--- src/rtl/region_key_lock.sv ---
module region_key_lock #(
  parameter logic [7:0] PROG_KEY_A = 8'h5A,
  parameter logic [7:0] PROG_KEY_B = 8'hC3,
  parameter logic [7:0] DATA_KEY_A = 8'h96,
  parameter logic [7:0] DATA_KEY_B = 8'h69,
  parameter int         PROG_BIT   = 1,
  parameter int         DATA_BIT   = 3
) (
  input  logic       clk,
  input  logic       rst_n,
  input  logic       prog_key_we,
  input  logic       data_key_we,
  input  logic [7:0] key_wdata,
  input  logic       stat_we,
  input  logic [7:0] stat_wdata,
  output logic [7:0] key_rdata,
  output logic [7:0] stat_rdata,
  output logic       prog_open,
  output logic       data_open,
  output logic [1:0] prog_state,
  output logic [1:0] data_state
);

  localparam logic [1:0] ST_LOCK  = 2'd0;
  localparam logic [1:0] ST_FIRST = 2'd1;
  localparam logic [1:0] ST_OPEN  = 2'd2;
  localparam logic [1:0] ST_FAIL  = 2'd3;

  logic [1:0][1:0] st_q;
  logic [1:0]      kwe;
  logic            unused_wdata;

  assign kwe          = {data_key_we, prog_key_we};
  assign unused_wdata = ^stat_wdata;

  for (genvar g = 0; g < 2; g++) begin : g_region
    localparam logic [7:0] KEY_A = (g == 0) ? PROG_KEY_A : DATA_KEY_A;
    localparam logic [7:0] KEY_B = (g == 0) ? PROG_KEY_B : DATA_KEY_B;
    localparam int         RBIT  = (g == 0) ? PROG_BIT : DATA_BIT;

    logic       relock;
    logic [1:0] st_d;

    assign relock = stat_we && !stat_wdata[RBIT];

    always_comb begin
      st_d = st_q[g];
      if (st_q[g] != ST_FAIL && relock)
        st_d = ST_LOCK;
      else if (kwe[g]) begin
        case (st_q[g])
          ST_LOCK:  st_d = (key_wdata == KEY_A) ? ST_FIRST : ST_FAIL;
          ST_FIRST: st_d = (key_wdata == KEY_B) ? ST_OPEN  : ST_FAIL;
          default:  st_d = st_q[g];
        endcase
      end
    end

    always_ff @(posedge clk or negedge rst_n) begin
      if (!rst_n) st_q[g] <= ST_LOCK;
      else        st_q[g] <= st_d;
    end

    AST_FAIL_STICKY: assert property (@(posedge clk) disable iff (!rst_n)
      st_q[g] == ST_FAIL |=> st_q[g] == ST_FAIL);

    AST_NO_SKIP_TO_OPEN: assert property (@(posedge clk) disable iff (!rst_n)
      st_q[g] == ST_LOCK |=> st_q[g] != ST_OPEN);

    AST_OPEN_NEEDS_KEY: assert property (@(posedge clk) disable iff (!rst_n)
      (st_q[g] != ST_OPEN && !kwe[g]) |=> st_q[g] != ST_OPEN);

    AST_RELOCK: assert property (@(posedge clk) disable iff (!rst_n)
      (stat_we && !stat_wdata[RBIT] && st_q[g] != ST_FAIL) |=> st_q[g] == ST_LOCK);

    AST_OPEN_HOLDS: assert property (@(posedge clk) disable iff (!rst_n)
      (st_q[g] == ST_OPEN && !stat_we) |=> st_q[g] == ST_OPEN);
  end

  assign prog_state = st_q[0];
  assign data_state = st_q[1];
  assign prog_open  = (st_q[0] == ST_OPEN);
  assign data_open  = (st_q[1] == ST_OPEN);
  assign key_rdata  = '0;

  always_comb begin
    stat_rdata           = '0;
    stat_rdata[PROG_BIT] = prog_open;
    stat_rdata[DATA_BIT] = data_open;
  end

  AST_STATUS_TRACKS: assert property (@(posedge clk) disable iff (!rst_n)
    $rose(prog_state == ST_OPEN) |-> stat_rdata[PROG_BIT]);

endmodule

--- config.mk ---
export PLATFORM = sky130hd
export DESIGN_NAME = region_key_lock
export DESIGN_NICKNAME = d
export VERILOG_FILES = /design/src/rtl/region_key_lock.sv
export SDC_FILE = /design/constraint.sdc
export NUM_CORES = 1
export LEC_CHECK = 0
export BUFFER_PORTS_ARGS = -buffer_cell sky130_fd_sc_hd__buf_2
export CORE_AREA = 2 2 39 41
export CTS_BUF_LIST = sky130_fd_sc_hd__clkbuf_4
export DETAILED_ROUTE_END_ITERATION = 10
export DIE_AREA = 0 0 41 43
export PLACE_DENSITY = 0.74
export SYNTH_ARGS = -nofsm -noshare
export SYNTH_HDL_FRONTEND = slang
export SYNTH_SLANG_ARGS = --single-unit
--- constraint.sdc ---
create_clock -name clk -period 1.7 [get_ports clk]
set_clock_uncertainty 0.05 [all_clocks]
set_input_delay 0.085 -clock clk [delete_from_list [all_inputs] [get_ports clk]]
set_output_delay 0.085 -clock clk [all_outputs]
set_load 0.03 [all_outputs]
==> results.md <==
- Total CTS buffers: 3
- Clock transition at path regs: 0.04 ns
- Mapped cell area: 420 µm²
- PD cells: 1390 nW/µm²
- Slowest CP cell: dfrtp_1
- Reg2Reg Depth: 3
- Synth Warn #: 0
- ANT cells: 0
- Setup TNS: 0 ns
- Crit-path cells: nor2b_1, buf_2
- I/O Buffers: 22
- Register bit total from synthesis: 4
- Req. time, crit path: 1.56 ns
- Layout Utilization: 37.0%
- CORE AREA: 1380 µm²
- Clock sink count: 4
- CP max stage delay: 0.44 ns
- Top cell type's share of synthesized area: 28.6%
- Number of cells on the critical path: 2
- Initial core utilization: 30.4%
- P_leak: 0.000251 µW
- Vias: 391
- Crit end category: output pin
- Placed wire-length estimate: 683 µm
- CTS tree: built
- Max Fclk: 0.836 GHz
- Crit. Startpoint: prog_state[1]$_DFFE_PN0P_
- Initial antenna violation count: 0
- H-tree depth: 1
- Final hold violation count: 0
- Seq/Total Area, Yosys: 23.8%
- Distinct cells, synth: 20
- CTS Buffer Depth: 2
- Final setup violating endpoints: 0
- Post-CTS setup buffers: 0
- Total Routing Usage GR: 10.3%
- RSZ-0062 raised after global routing: false
- Top delay family on crit path: flip-flops
- Most numerous cell in the Yosys netlist: buf_4
- Status: complete, no violations
- Mapped Cells: 49
- # Max-Cap Violations: 0
- Min-Delay Path Class: input port to register
- Async SR Flop Fraction: 100%
- Power, Total: 711 µW
- Peak VDD IR: 0.442 mV
- Placer Congestion: 0.740
- Post-synth EDFFs: 0
- CTS root buf: clkbuf_4
- Startpoint Class: register
- Vias in the first global route: 300
- Worst setup path endpoint: prog_open
- Io pins: 43
- Critical R2R Launch: data_state[1]$_DFFE_PN0P_
- Die width: 41 µm
- Post-route ant nets: 0
- Final routed DRC violation total: 0
- Synth Area per Inst: 8.58 µm²
- WL final: 836 µm
- Iteration-0 DRC Markers: 4
- Commonest cells in the netlist: buf_4 (16), nor2b_1 (5), dfrtp_1 (4)
- Die area: 1760 µm²
- RR Endpoint: data_state[1]$_DFFE_PN0P_
- Area leader, netlist: buf_4
- Tmin final: 1.20 ns
- Layout cells sized above 1: 38.9%
- Total gr overflow: 0
- Reg2Reg Setup Slack: 0.55 ns
- Largest cells by area after synthesis: buf_4 (29%), dfrtp_1 (24%), nor2b_1 (7.4%), nand2b_1 (4.5%), nor4b_2 (3.6%)
- Final net count: 95
- Largest net degree at the start of global routing: 8
- First-pass GRT wire length: 1.17 mm
- Worst Path Buf+Inv: 1
- CP Max Fanout: 7
- Fin crit share: 70.3%
- DR WL/cell: 9.50 µm
- Primary FF master, synth: dfrtp_1
- Pre-CTS setup slack: 0.578 ns
- Layout area overhead: 21.7%
- Hold Crit Depth: 3
- CP Class: register to output pin
- Drt pass-1 iters: 4
- CP Data Arrival Time: 1.06 ns
- Clk_lat worst skew: 0.24 ns
- Die Ht: 43 µm
- Setup ws final: 0.504 ns
- Max-slew violation count: 0
- FP Rows: 14
- Vias per cell: 4.44
==> what timing repair did <==
action,4_1_cts,5_1_grt
resized for setup,0,0
hold buffers,1,0
endpoints found under the hold margin,4,0
==> worst reg2reg max path: stages, from the launching register on <==
cell and delay (ns):
dfrtp_1 0.43, or2_2 0.32, a22oi_1 0.16, a21oi_1 0.06
==> flip-flops by register name, summed over array words and instances, names as in the netlist <==
register    count
prog_state      2
data_state      2
==> power by group <==
group          internal [µW]  switching (µW)  total, µW
clock                   79.0            39.0        118
combinational            116             285        401
sequential               131            61.4        193
total                    326             385        711
==> logic make-up after synthesis <==
logic type	share of synthesized area, %
AOI/OAI and AO/OA	10.1
other	0.892
DFF	23.8
buffers and inverters	28.6
and+or+nand+nor	36.6
==> layout make-up <==
class                           count  area, µm²
Timing Repair Buffer               23        120
Clock buffer                        3       22.5
Multi-Input combinational cell     42        249
Fill cell                         156        872
Sequential cell                     4        100
Tap cell                           16       20.0
==> cells in the final DEF, fill, tap and decap left out, drive strengths merged <==
cell type / n
a22oi: 1
nand2b: 3
conb: 14
a21oi: 2
and3b: 1
a31oi: 2
nor2: 3
buf: 22
nor4b: 1
clkbuf: 3
dlygate4sd3: 1
or2: 1
dfrtp: 4
nor4: 1
nand4bb: 1
nand4b: 1
o22ai: 2
nand2: 1
nor2b: 5
nor4bb: 1
nor3: 1
and4bb: 1
==> worst min-delay path by stage <==
stage                 startpoint  slack (ns)                   endpoint
finish              key_wdata[3]        0.11  prog_state[0]$_DFFE_PN0P_
global route        key_wdata[3]        0.14  data_state[1]$_DFFE_PN0P_
CTS                 key_wdata[3]        0.10  prog_state[0]$_DFFE_PN0P_
detailed placement         rst_n       -0.16  data_state[1]$_DFFE_PN0P_
global placement           rst_n       -0.16  prog_state[0]$_DFFE_PN0P_
floorplan                  rst_n       -0.26  data_state[0]$_DFFE_PN0P_
==> stage by stage <==
stage / std cells / hold slack [ns] / instance area [µm²]
floorplan: 62 / -0.261 / 469
global placement: 84 / -0.162 / 479
detailed placement: 84 / -0.160 / 479
CTS: 88 / 0.101 / 512
global route: 88 / 0.141 / 512
finish: 88 / 0.110 / 512
==> metal layers <==
layer  vias up  global-route usage (%)  wire, µm
met2        30                    13.8       384
met5         -                       0         0
met4         0                    10.0         0
met3         0                    1.57       114
met1       170                    12.9       337
li1        191                       -         -
No activity file was read; power rests on OpenSTA's default activity.
